**src/rtl/psr_pkg.sv**
```systemverilog
package psr_pkg;
  localparam int unsigned PSR_DEPTH_DEF = 64;
  localparam int unsigned PSR_SYNC_DEF  = 2;

  typedef enum logic {
    SRC_A = 1'b0,
    SRC_B = 1'b1
  } src_sel_e;
endpackage

```
**src/rtl/psr_reset_sync.sv**
```systemverilog
module psr_reset_sync #(
  parameter int unsigned STAGES = 2
) (
  input  logic clk,
  input  logic arst_n,
  output logic rst_sync_n
);
  logic [STAGES-1:0] sync_q;
  logic [STAGES-1:0] sync_d;

  always_comb begin
    sync_d = {sync_q[STAGES-2:0], 1'b1};
  end

  always_ff @(posedge clk or negedge arst_n) begin
    if (!arst_n) sync_q <= '0;
    else         sync_q <= sync_d;
  end

  assign rst_sync_n = sync_q[STAGES-1];
endmodule

```
**src/rtl/psr_edge_strobe.sv**
```systemverilog
module psr_edge_strobe #(
  parameter int unsigned SYNC_STAGES = 2
) (
  input  logic clk,
  input  logic rst_n,
  input  logic shift_clk_i,
  input  logic gate_i,
  output logic stb_o
);
  localparam int unsigned ARM_W = SYNC_STAGES + 1;

  logic [SYNC_STAGES-1:0] clk_sync_q, clk_sync_d;
  logic [SYNC_STAGES-1:0] gate_sync_q, gate_sync_d;
  logic                   clk_prev_q, gate_prev_q;
  logic [ARM_W-1:0]       arm_q, arm_d;
  logic                   clk_s, gate_s;
  logic                   clk_rise, gate_fall;

  // next-state
  always_comb begin
    clk_sync_d  = {clk_sync_q[SYNC_STAGES-2:0], shift_clk_i};
    gate_sync_d = {gate_sync_q[SYNC_STAGES-2:0], gate_i};
    arm_d       = {arm_q[ARM_W-2:0], 1'b1};
  end

  // registers
  always_ff @(posedge clk or negedge rst_n) begin
    if (!rst_n) begin
      clk_sync_q  <= '0;
      gate_sync_q <= '0;
      clk_prev_q  <= 1'b0;
      gate_prev_q <= 1'b0;
      arm_q       <= '0;
    end else begin
      clk_sync_q  <= clk_sync_d;
      gate_sync_q <= gate_sync_d;
      clk_prev_q  <= clk_sync_q[SYNC_STAGES-1];
      gate_prev_q <= gate_sync_q[SYNC_STAGES-1];
      arm_q       <= arm_d;
    end
  end

  // strobe: rising shift clock with gate low, or falling gate with clock high
  always_comb begin
    clk_s     = clk_sync_q[SYNC_STAGES-1];
    gate_s    = gate_sync_q[SYNC_STAGES-1];
    clk_rise  = clk_s & ~clk_prev_q;
    gate_fall = ~gate_s & gate_prev_q;
    stb_o     = arm_q[ARM_W-1] & ~gate_s & (clk_rise | (gate_fall & clk_s));
  end
endmodule

```
**src/rtl/psr_tap_chain.sv**
```systemverilog
module psr_tap_chain #(
  parameter int unsigned DEPTH = 64
) (
  input  logic             clk,
  input  logic             rst_n,
  input  logic             shift_i,
  input  logic             din_i,
  output logic [DEPTH-1:0] store_o
);
  logic [DEPTH-1:0] stage_q;
  logic [DEPTH-1:0] stage_d;

  for (genvar g = 0; g < DEPTH; g++) begin : g_stage
    if (g == 0) begin : g_head
      always_comb stage_d[g] = shift_i ? din_i : stage_q[g];
    end else begin : g_body
      always_comb stage_d[g] = shift_i ? stage_q[g-1] : stage_q[g];
    end

    always_ff @(posedge clk or negedge rst_n) begin
      if (!rst_n) stage_q[g] <= 1'b0;
      else        stage_q[g] <= stage_d[g];
    end
  end

  assign store_o = stage_q;
endmodule

```
**src/rtl/prog_shift_reg.sv**
```systemverilog
module prog_shift_reg
  import psr_pkg::*;
#(
  parameter int unsigned DEPTH       = PSR_DEPTH_DEF,
  parameter int unsigned SYNC_STAGES = PSR_SYNC_DEF,
  localparam int unsigned LEN_W      = $clog2(DEPTH)
) (
  input  logic             clk,
  input  logic             rst_n,
  input  logic             shift_clk_i,
  input  logic             shift_gate_i,
  input  logic             src_sel_i,
  input  logic             data_a_i,
  input  logic             data_b_i,
  input  logic [LEN_W-1:0] len_ctrl_i,
  output logic             q_o,
  output logic             qn_o
);
  logic             rst_sync_n;
  logic             shift_stb;
  logic             din_sel;
  logic [DEPTH-1:0] store;

  psr_reset_sync #(.STAGES(SYNC_STAGES)) u_rst (
    .clk        (clk),
    .arst_n     (rst_n),
    .rst_sync_n (rst_sync_n)
  );

  psr_edge_strobe #(.SYNC_STAGES(SYNC_STAGES)) u_edge (
    .clk         (clk),
    .rst_n       (rst_sync_n),
    .shift_clk_i (shift_clk_i),
    .gate_i      (shift_gate_i),
    .stb_o       (shift_stb)
  );

  always_comb begin
    din_sel = (src_sel_e'(src_sel_i) == SRC_B) ? data_b_i : data_a_i;
  end

  psr_tap_chain #(.DEPTH(DEPTH)) u_chain (
    .clk     (clk),
    .rst_n   (rst_sync_n),
    .shift_i (shift_stb),
    .din_i   (din_sel),
    .store_o (store)
  );

  // length = len_ctrl_i + 1, so the tap index is len_ctrl_i itself
  always_comb begin
    q_o  = store[len_ctrl_i];
    qn_o = ~q_o;
  end
endmodule

```
**config.mk**
```make
export PLATFORM = sky130hd
export DESIGN_NAME = prog_shift_reg
export DESIGN_NICKNAME = d
export VERILOG_FILES = /design/src/rtl/psr_pkg.sv /design/src/rtl/psr_reset_sync.sv /design/src/rtl/psr_edge_strobe.sv /design/src/rtl/psr_tap_chain.sv /design/src/rtl/prog_shift_reg.sv
export SDC_FILE = /design/constraint.sdc
export NUM_CORES = 1
export LEC_CHECK = 0
export ABC_CLOCK_PERIOD_IN_PS = 3500
export BUFFER_PORTS_ARGS = -buffer_cell sky130_fd_sc_hd__buf_2
export CORE_MARGIN = 4
export CORE_UTILIZATION = 35
export CTS_CLUSTER_DIAMETER = 150
export DETAILED_ROUTE_END_ITERATION = 10
export SLEW_MARGIN = 20
export SYNTH_ARGS = -nofsm -noshare
export SYNTH_HDL_FRONTEND = slang
export SYNTH_HIERARCHICAL = 1
export SYNTH_SLANG_ARGS = --single-unit
export TNS_END_PERCENT = 5
```
**constraint.sdc**
```tcl
create_clock -name clk -period 3.5 [get_ports clk]
set_input_delay 0.525 -clock clk [delete_from_list [all_inputs] [get_ports clk]]
set_output_delay 0.525 -clock clk [all_outputs]
set_load 0.01 [all_outputs]
```
==> results of run 1 <==
==> kinds of logic after synthesis <==
family                 Yosys count
DFF                             75
other                            2
buffers and inverters           14
muxes                           89
AOI/OAI and AO/OA                7
and+or+nand+nor                 17
==> cells in the mapped netlist <==
| cell | count | share of area, % |
|---|---|---|
| nor2b_4 | 1 | 0.38 |
| mux2_4 | 60 | 25 |
| mux4_1 | 5 | 3.6 |
| nor2_1 | 1 | 0.10 |
| o2111ai_1 | 2 | 0.48 |
| conb_1 | 2 | 0.21 |
| nand2_1 | 3 | 0.31 |
| a22oi_1 | 1 | 0.21 |
| or3_1 | 1 | 0.17 |
| dfrtp_1 | 75 | 52 |
| nand4_1 | 1 | 0.17 |
| a22o_1 | 1 | 0.24 |
| nand2b_1 | 2 | 0.34 |
| a21oi_1 | 1 | 0.14 |
| mux4_2 | 8 | 5.0 |
| mux2_2 | 7 | 2.2 |
| buf_8 | 1 | 0.41 |
| buf_12 | 7 | 3.9 |
| and3_1 | 1 | 0.17 |
| nor2b_1 | 3 | 0.52 |
| buf_2 | 1 | 0.14 |
| o211ai_1 | 1 | 0.21 |
| a41oi_1 | 1 | 0.24 |
| buf_6 | 4 | 1.2 |
| nand3_1 | 2 | 0.28 |
| inv_1 | 1 | 0.10 |
| mux2i_1 | 9 | 2.5 |
| nor3_2 | 1 | 0.28 |
| or4_1 | 1 | 0.21 |
==> worst min-delay path by stage <==
stage / startpoint / to / depth (start not counted) / slack, ps
6_report: u_rst/sync_q[1]$_DFF_PN0_ / u_edge/clk_sync_q[0]$_DFF_PN0_ / 0 / 230
2_1_floorplan: rst_n / u_rst/sync_q[0]$_DFF_PN0_ / 0 / 230
5_1_grt: shift_clk_i / u_edge/clk_sync_q[0]$_DFF_PN0_ / 1 / 250
3_5_place_dp: rst_n / u_rst/sync_q[0]$_DFF_PN0_ / 1 / 310
3_3_place_gp: rst_n / u_rst/sync_q[0]$_DFF_PN0_ / 1 / 310
4_1_cts: shift_gate_i / u_edge/gate_sync_q[0]$_DFF_PN0_ / 1 / 260
==> per-layer routing <==
metal	track usage (%)	up-vias	routed length, um
li1	-	783	-
met4	2.67	0	65
met1	15.2	907	2940
met5	0	-	0
met3	5.05	8	257
met2	15.2	23	2470
==> sequential cells by signal, summed over array words and instances (netlist names) <==
register,count
u_rst/sync_q,2
u_edge/arm_q,3
u_chain/store_o,64
u_edge/gate_prev_q,1
u_edge/clk_prev_q,1
u_edge/clk_sync_q,2
u_edge/gate_sync_q,2
==> worst max-delay path: stages <==
cell and delay, ps:
buf_2 430, mux4_1 620, mux2_2 280, nand2_1 70
o2111ai_1 120, and3_1 200, buf_2 130
==> through the flow <==
step	hold WS [ps]	setup WS [ps]	instances	util (%)
floorplan	229	1140	204	-
global route	247	447	358	39.6
finish	233	573	358	39.6
global placement	310	607	340	37.2
CTS	261	534	357	39.3
detailed placement	312	526	340	37.2
==> what timing repair did <==
action,CTS,global route
hold buffers,1,0
endpoints found under the hold margin,2,0
gates resized for setup,0,0
==> power by group through the flow <==
stage	Sequential [mW]	Clock (mW)	Combinational, mW
2_1_floorplan	0.955	0	0.136
3_3_place_gp	0.963	0	0.152
3_5_place_dp	0.964	0	0.154
4_1_cts	0.948	0.688	0.156
5_1_grt	0.950	0.728	0.176
6_report	0.943	0.663	0.162
==> cell type report <==
type,instances,area (um^2),area share [%]
multi-input cells,115,1560,39.5
flip-flops and latches,75,1880,47.7
clock buffers,14,163,4.13
well taps,133,166,4.23
repair buffers,18,135,3.43
clock inverters,2,35.0,0.890
inverters,1,3.75,0.0953
==> impl_metrics.env, run 1 <==
export IMPL_dpl_hpwl_um=3460
export IMPL_clk_latency_ps=340
export IMPL_p_per_area_nw_per_um2=449
export IMPL_diodes=0
export IMPL_synth_compound_gate_area_share_pct=1.51
export IMPL_synthXorXnorAreaFrac_pct=0
export IMPL_die_area_um2=12100
export IMPL_syn_nets=217
export IMPL_rr_startpoint="u_edge/clk_prev_q$_DFF_PN0_"
export IMPL_clockPowerShare_pct=37.5
export IMPL_drv_slew=0
export IMPL_postRouteAntennaNets=0
export IMPL_crit_arrival_ps=2400
export IMPL_crit_path_max_fanout=16
export IMPL_drive_gt1_share_pct=48.0
export IMPL_ys_warn_count=6
export IMPL_synthCells=204
export IMPL_wl_per_cell_um=16.0
export IMPL_vdd_drop_max_uv=217
export IMPL_stdcell_area_um2=3940
export IMPL_synth_cell_types=29
export IMPL_yosysSeqAreaShare_pct=51.6
export IMPL_synthAdderAreaFrac_pct=0
export IMPL_ios=15
export IMPL_sequentialPowerShare_pct=53.3
export IMPL_antenna_found_initial=0
export IMPL_cts_setup_buffers=0
export IMPL_p_total_mw=1.77
export IMPL_place_area_um2=3700
export IMPL_p_switching_mw=0.395
export IMPL_io_buffers=14
export IMPL_finalHoldViolations=0
export IMPL_start_kind="input port"
export IMPL_setup_viol=0
export IMPL_synth_simple_area_share_pct=2.92
export IMPL_vias=1721
export IMPL_area_growth_pct=8.29
export IMPL_num_nets_final=233
export IMPL_coreArea_um2=9950
export IMPL_root_buffer="clkbuf_8"
export IMPL_drv_cap=0
export IMPL_swShare_pct=22.4
export IMPL_path_class="in -> out"
export IMPL_num_rows=36
export IMPL_grt_pass1_vias=1816
export IMPL_min_period_over_period_pct=83.6
export IMPL_ctsHtreeMaxLevel=3
export IMPL_crit_required_ps=2970
export IMPL_timing_rr_end="u_chain/store_o[31]$_DFFE_PN0P_"
export IMPL_cts_tree="built"
export IMPL_grt_usage_pct=10.9
export IMPL_cp_startpoint="len_ctrl_i[0]"
export IMPL_cp_endpoint="q_o"
export IMPL_cts_sinks=75
export IMPL_drcViolationCount=0
export IMPL_min_delay_path_class="reg -> async"
export IMPL_grt_max_degree=65
export IMPL_drtIter0Drc=79
export IMPL_mappedNetlistArea_um2=3640
export IMPL_grt_pass1_wl_um=9770
export IMPL_drt_pass1_iterations=4
export IMPL_final_common_cell="dfrtp_1"
export IMPL_clk_pin_slew_worst_paths_ps=70
export IMPL_avgViaCountPerCell=4.81
export IMPL_ff2ff_setup_slack_ps=1870
export IMPL_fin_crit_ps=2930
export IMPL_synth_area_mux_share_pct=38.0
export IMPL_leakagePower_nw=1.85
export IMPL_critPathCaptureType="output port"
export IMPL_r2r_cells=4
export IMPL_setup_tns_ps=0
export IMPL_die_h_um=110
export IMPL_wirelength_um=5730
export IMPL_nFillCells=909
export IMPL_fmax_ghz=0.342
export IMPL_overflow=0
export IMPL_syn_area_per_cell_um2=17.8
export IMPL_final_cell_mix="dfrtp_1, mux2_4, buf_2"
export IMPL_die_w_um=110
export IMPL_synth_top_family_by_area="multiplexers"
export IMPL_status="finished clean"
export IMPL_rsz0062_at_grt="false"
export IMPL_clk_path_buf_depth=2
export IMPL_worst_pin_slew_ps=541
export IMPL_start_util_pct=36.5
export IMPL_p_comb_share_pct=9.2
export IMPL_relSlewSlack_pct=63.9
export IMPL_ys_ff_latch=75
export IMPL_cts_buffers_inserted=9
export IMPL_p_int_mw=1.37
export IMPL_routabilityCongestion=0.698
export IMPL_fin_skew_ps=8.86
(Power assumes the default switching activity.)
==> inputs of run 2 (changes only) <==
--- a/config.mk
+++ b/config.mk
@@ -5,7 +5,7 @@
 export SDC_FILE = /design/constraint.sdc
 export NUM_CORES = 1
 export LEC_CHECK = 0
-export ABC_CLOCK_PERIOD_IN_PS = 3500
+export ABC_CLOCK_PERIOD_IN_PS = 2600
 export BUFFER_PORTS_ARGS = -buffer_cell sky130_fd_sc_hd__buf_2
 export CORE_MARGIN = 4
 export CORE_UTILIZATION = 35
==> constraint.sdc (replaced) <==
create_clock -name clk -period 2.6 [get_ports clk]
set_input_delay 0.39 -clock clk [delete_from_list [all_inputs] [get_ports clk]]
set_output_delay 0.39 -clock clk [all_outputs]
set_load 0.01 [all_outputs]
==> impl_metrics.env, run 2 (synthesis results as in run 1) <==
export IMPL_avgViaCountPerCell=4.75
export IMPL_drtIter0Drc=102
export IMPL_clk_latency_ps=340
export IMPL_cp_num_buf_inv=1
export IMPL_cts_resized_gates=0
export IMPL_num_rows=36
export IMPL_largest_reg_flops=64
export IMPL_diodes=0
export IMPL_status="finished clean"
export IMPL_die_area_um2=12100
export IMPL_final_cells=362
export IMPL_setup_slack_ps=130
export IMPL_met2_usage_pct=15.3
export IMPL_grt_util_met1_pct=14.5
export IMPL_min_delay_path_class="in -> reg"
export IMPL_cp_startpoint="u_chain/store_o[55]$_DFFE_PN0P_"
export IMPL_busiest_layer="met2"
export IMPL_clockPowerShare_pct=34.2
export IMPL_overflow=0
export IMPL_grt_usage_pct=10.6
export IMPL_whs_ps=145
export IMPL_sequentialPowerShare_pct=56.3
export IMPL_io_buffers=14
export IMPL_num_nets_final=237
export IMPL_p_comb_share_pct=9.5
export IMPL_swShare_pct=23.9
export IMPL_grt_use_met3_pct=4.05
export IMPL_drv_slew=0
export IMPL_routabilityCongestion=0.769
export IMPL_cp_depth=6
export IMPL_antenna_found_initial=0
export IMPL_area_growth_pct=8.19
export IMPL_grt_pass1_wl_um=9650
export IMPL_cp_slowest_cell="mux4_2"
export IMPL_finalHoldViolations=0
export IMPL_p_switching_mw=0.539
export IMPL_clk_path_buf_depth=2
export IMPL_r2r_cells=4
export IMPL_timing_rr_end="u_chain/store_o[19]$_DFFE_PN0P_"
export IMPL_dpl_hpwl_um=3850
export IMPL_ios=15
export IMPL_crit_path_max_fanout=3
export IMPL_setup_tns_ps=0
export IMPL_final_util_pct=39.5
export IMPL_rr_startpoint="u_edge/clk_prev_q$_DFF_PN0_"
export IMPL_relSlewSlack_pct=50.1
export IMPL_ctsHtreeMaxLevel=3
export IMPL_drcViolationCount=0
export IMPL_start_kind="register"
export IMPL_cp_endpoint="q_o"
export IMPL_wl_per_cell_um=15.8
export IMPL_grt_max_degree=42
export IMPL_final_common_cell="dfrtp_1"
export IMPL_place_area_um2=3750
export IMPL_crit_required_ps=2210
export IMPL_path_class="reg -> out"
export IMPL_postRouteAntennaNets=0
export IMPL_cts_tree="built"
export IMPL_critPathCaptureType="output port"
export IMPL_clk_pin_slew_worst_paths_ps=70
export IMPL_drive_gt1_share_pct=49.8
export IMPL_root_buffer="clkbuf_8"
export IMPL_stdcell_area_um2=3930
export IMPL_setup_viol=0
export IMPL_crit_chain="mux4_2, mux2_2, nand2_1, o2111ai_1, and3_1, buf_2"
export IMPL_fmax_ghz=0.405
export IMPL_min_period_over_period_pct=95.0
export IMPL_die_h_um=110
export IMPL_drt_pass1_iterations=4
export IMPL_p_int_mw=1.72
export IMPL_vias=1718
export IMPL_placed_cells=345
export IMPL_grt_pass1_vias=1870
export IMPL_wirelength_um=5710
export IMPL_max_stage_delay_ps=480
export IMPL_coreArea_um2=9950
export IMPL_die_w_um=110
export IMPL_drv_cap=0
export IMPL_cts_sinks=75
export IMPL_start_util_pct=36.5
export IMPL_fin_crit_ps=2470
export IMPL_p_total_mw=2.26
export IMPL_fin_skew_ps=7.86
export IMPL_critical_path_top_delay_family="multiplexers"
export IMPL_rsz0062_at_grt="false"
export IMPL_crit_arrival_ps=2080
export IMPL_leakagePower_nw=1.85
export IMPL_ff2ff_setup_slack_ps=1000
export IMPL_dpl_worst_slack_ps=139
export IMPL_worst_pin_slew_ps=748
export IMPL_final_cell_mix="dfrtp_1, mux2_4, buf_2"
export IMPL_cts_setup_buffers=0
export IMPL_vdd_drop_max_uv=250
export IMPL_cts_buffers_inserted=9
export IMPL_p_per_area_nw_per_um2=574
==> run 2: worst min-delay path by stage <==
stage,slack [ps],from,to,depth (start not counted)
CTS,110,shift_gate_i,u_edge/gate_sync_q[0]$_DFF_PN0_,1
floorplan,90,rst_n,u_rst/sync_q[0]$_DFF_PN0_,0
detailed placement,180,rst_n,u_rst/sync_q[0]$_DFF_PN0_,1
finish,140,shift_gate_i,u_edge/gate_sync_q[0]$_DFF_PN0_,1
global route,120,shift_clk_i,u_edge/clk_sync_q[0]$_DFF_PN0_,1
global placement,180,rst_n,u_rst/sync_q[0]$_DFF_PN0_,1
==> run 2: per-layer routing <==
metal	wire length, um	vias up
met5	0	-
met4	95	0
met3	289	9
met2	2600	28
met1	2730	887
li1	-	794
==> run 2: area by class of cell <==
type                            instances  area, um^2
Fill cell                             926        6020
Clock inverter                          5        30.0
Clock buffer                           11         141
Inverter                                1        3.75
Multi-Input combinational cell        115        1560
Sequential cell                        75        1880
Tap cell                              133         166
Timing Repair Buffer                   22         158
==> run 2: repair_timing <==
| action | CTS | global route |
|---|---|---|
| hold endpoints to repair | 2 | 0 |
| hold buffers | 1 | 0 |
| setup endpoints to repair | 0 | 0 |
==> run 2: power by group through the flow <==
stage	Combinational [mW]	Clock, mW	Sequential (mW)
floorplan	0.183	0	1.29
global placement	0.213	0	1.29
detailed placement	0.215	0	1.30
CTS	0.218	0.817	1.27
global route	0.232	0.865	1.28
finish	0.215	0.772	1.27
==> inputs of run 3 (changes only) <==
--- a/config.mk
+++ b/config.mk
@@ -8,9 +8,10 @@
 export ABC_CLOCK_PERIOD_IN_PS = 2600
 export BUFFER_PORTS_ARGS = -buffer_cell sky130_fd_sc_hd__buf_2
 export CORE_MARGIN = 4
-export CORE_UTILIZATION = 35
+export CORE_UTILIZATION = 54
 export CTS_CLUSTER_DIAMETER = 150
 export DETAILED_ROUTE_END_ITERATION = 10
+export PLACE_DENSITY = 0.74
 export SLEW_MARGIN = 20
 export SYNTH_ARGS = -nofsm -noshare
 export SYNTH_HDL_FRONTEND = slang
==> impl_metrics.env, run 3 (synthesis results as in run 1) <==
export IMPL_status="finished clean"
export IMPL_sequentialPowerShare_pct=51.3
export IMPL_setup_slack_ps=121
export IMPL_num_nets_final=243
export IMPL_drt_pass1_iterations=4
export IMPL_final_cell_mix="dfrtp_1, mux2_4, buf_2"
export IMPL_cts_sinks=75
export IMPL_p_int_mw=1.90
export IMPL_fin_crit_ps=2480
export IMPL_hold_depth=1
export IMPL_crit_path_max_fanout=3
export IMPL_dpl_worst_slack_ps=179
export IMPL_grt_pass1_vias=1877
export IMPL_largest_reg_flops=64
export IMPL_start_kind="register"
export IMPL_vias=1769
export IMPL_critPathCaptureType="output port"
export IMPL_ctsHtreeMaxLevel=3
export IMPL_cts_tree="built"
export IMPL_final_util_pct=61.7
export IMPL_clk_pin_slew_worst_paths_ps=80
export IMPL_die_w_um=90.1
export IMPL_drv_cap=0
export IMPL_die_area_um2=8110
export IMPL_p_total_mw=2.48
export IMPL_start_util_pct=56.3
export IMPL_postRouteAntennaNets=0
export IMPL_timing_rr_end="u_chain/store_o[47]$_DFFE_PN0P_"
export IMPL_diodes=0
export IMPL_die_h_um=90.1
export IMPL_drcViolationCount=0
export IMPL_placed_cells=294
export IMPL_avgViaCountPerCell=5.67
export IMPL_min_period_over_period_pct=95.4
export IMPL_dpl_hpwl_um=3730
export IMPL_coreArea_um2=6460
export IMPL_nFillCells=475
export IMPL_rr_startpoint="u_edge/clk_prev_q$_DFF_PN0_"
export IMPL_grt_max_degree=47
export IMPL_clockPowerShare_pct=39.7
export IMPL_final_common_cell="dfrtp_1"
export IMPL_p_comb_share_pct=9.0
export IMPL_hp_start="shift_clk_i"
export IMPL_relSlewSlack_pct=55.6
export IMPL_routabilityCongestion=0.858
export IMPL_ios=15
export IMPL_fmax_ghz=0.403
export IMPL_grt_usage_pct=14.7
export IMPL_cts_buffers_inserted=9
export IMPL_root_buffer="clkbuf_8"
export IMPL_clk_latency_ps=350
export IMPL_num_rows=29
export IMPL_crit_required_ps=2210
export IMPL_p_switching_mw=0.575
export IMPL_drtIter0Drc=89
export IMPL_rsz0062_at_grt="false"
export IMPL_wirelength_um=5430
export IMPL_io_buffers=14
export IMPL_clk_path_buf_depth=2
export IMPL_holdPathEnd="u_edge/clk_sync_q[0]$_DFF_PN0_"
export IMPL_antenna_found_initial=0
export IMPL_finalHoldViolations=0
export IMPL_leakagePower_nw=1.91
export IMPL_setup_tns_ps=0
export IMPL_setup_viol=0
export IMPL_min_delay_path_class="in -> reg"
export IMPL_grt_pass1_wl_um=9430
export IMPL_r2r_cells=4
export IMPL_p_per_area_nw_per_um2=622
export IMPL_ff2ff_setup_slack_ps=820
export IMPL_final_cells=312
export IMPL_drive_gt1_share_pct=51.5
export IMPL_vdd_drop_max_uv=391
export IMPL_area_growth_pct=9.64
export IMPL_drv_slew=0
export IMPL_worst_pin_slew_ps=665
export IMPL_crit_arrival_ps=2090
export IMPL_swShare_pct=23.2
export IMPL_wl_per_cell_um=17.4
export IMPL_fin_skew_ps=11.3
export IMPL_overflow=0
export IMPL_path_class="reg -> out"
[run 3: cell types whose count changed in the layout (fill, tap and decap cells not counted), moves of 2 or more]
| cell | delta |
|---|---|
| clkinv_2 | -3 |
| inv_6 | +2 |
| bufinv_16 | +2 |
| buf_4 | +4 |
| buf_12 | +2 |
[run 3: layout make-up]
cell class | instances | area [um^2] | area share (%)
flip-flops and latches | 75 | 1880 | 47.1
multi-input cells | 115 | 1560 | 39.0
repair buffers | 28 | 228 | 5.71
clock buffers | 9 | 124 | 3.11
clock inverters | 7 | 100 | 2.51
well taps | 77 | 96.3 | 2.42
inverters | 1 | 3.75 | 0.0942
[run 3: worst max-delay path by stage]
stage                     slack, ps                        endpoint                       startpoint
after floorplan                 360  u_chain/store_o[0]$_DFFE_PN0P_        u_rst/sync_q[1]$_DFF_PN0_
final                           120                             q_o  u_chain/store_o[59]$_DFFE_PN0P_
after detailed placement        180                             q_o                    len_ctrl_i[0]
after global routing              2                             q_o  u_chain/store_o[56]$_DFFE_PN0P_
after CTS                       100                             q_o  u_chain/store_o[57]$_DFFE_PN0P_
after global placement          170                             q_o                    len_ctrl_i[0]
[run 3: repair_timing]
item	in CTS	in global routing
endpoints found under the setup margin	0	1
resized for setup	0	0
buffers inserted	0	1
hold buffers	1	0
endpoints found under the hold margin	2	0
[run 3: critical path, cell delays in order (launching register included)]
cell	delay (ps)
dfrtp_1	410
mux4_1	500
mux2_2	280
nand2_1	70
o2111ai_1	130
and3_1	220
buf_2	140
[run 3: per-stage QoR]
stage / hold slack [ps] / instance area (um^2)
floorplan: 94.4 / 3640
global placement: 174 / 3740
detailed placement: 177 / 3740
CTS: 121 / 3980
global route: 113 / 3990
finish: 138 / 3990
[run 3: power groups by stage]
stage | clock [mW] | sequential [mW] | combinational, mW
floorplan | 0 | 1.29 | 0.183
global placement | 0 | 1.29 | 0.219
detailed placement | 0 | 1.29 | 0.225
CTS | 1.01 | 1.27 | 0.227
global route | 1.06 | 1.28 | 0.245
finish | 0.984 | 1.27 | 0.223
[run 3: layer usage]
layer	up-vias	wire, um	global-route usage (%)
li1	809	-	-
met3	8	277	5.59
met4	0	73	4.59
met2	36	2390	21.3
met5	-	0	0
met1	916	2680	20.6
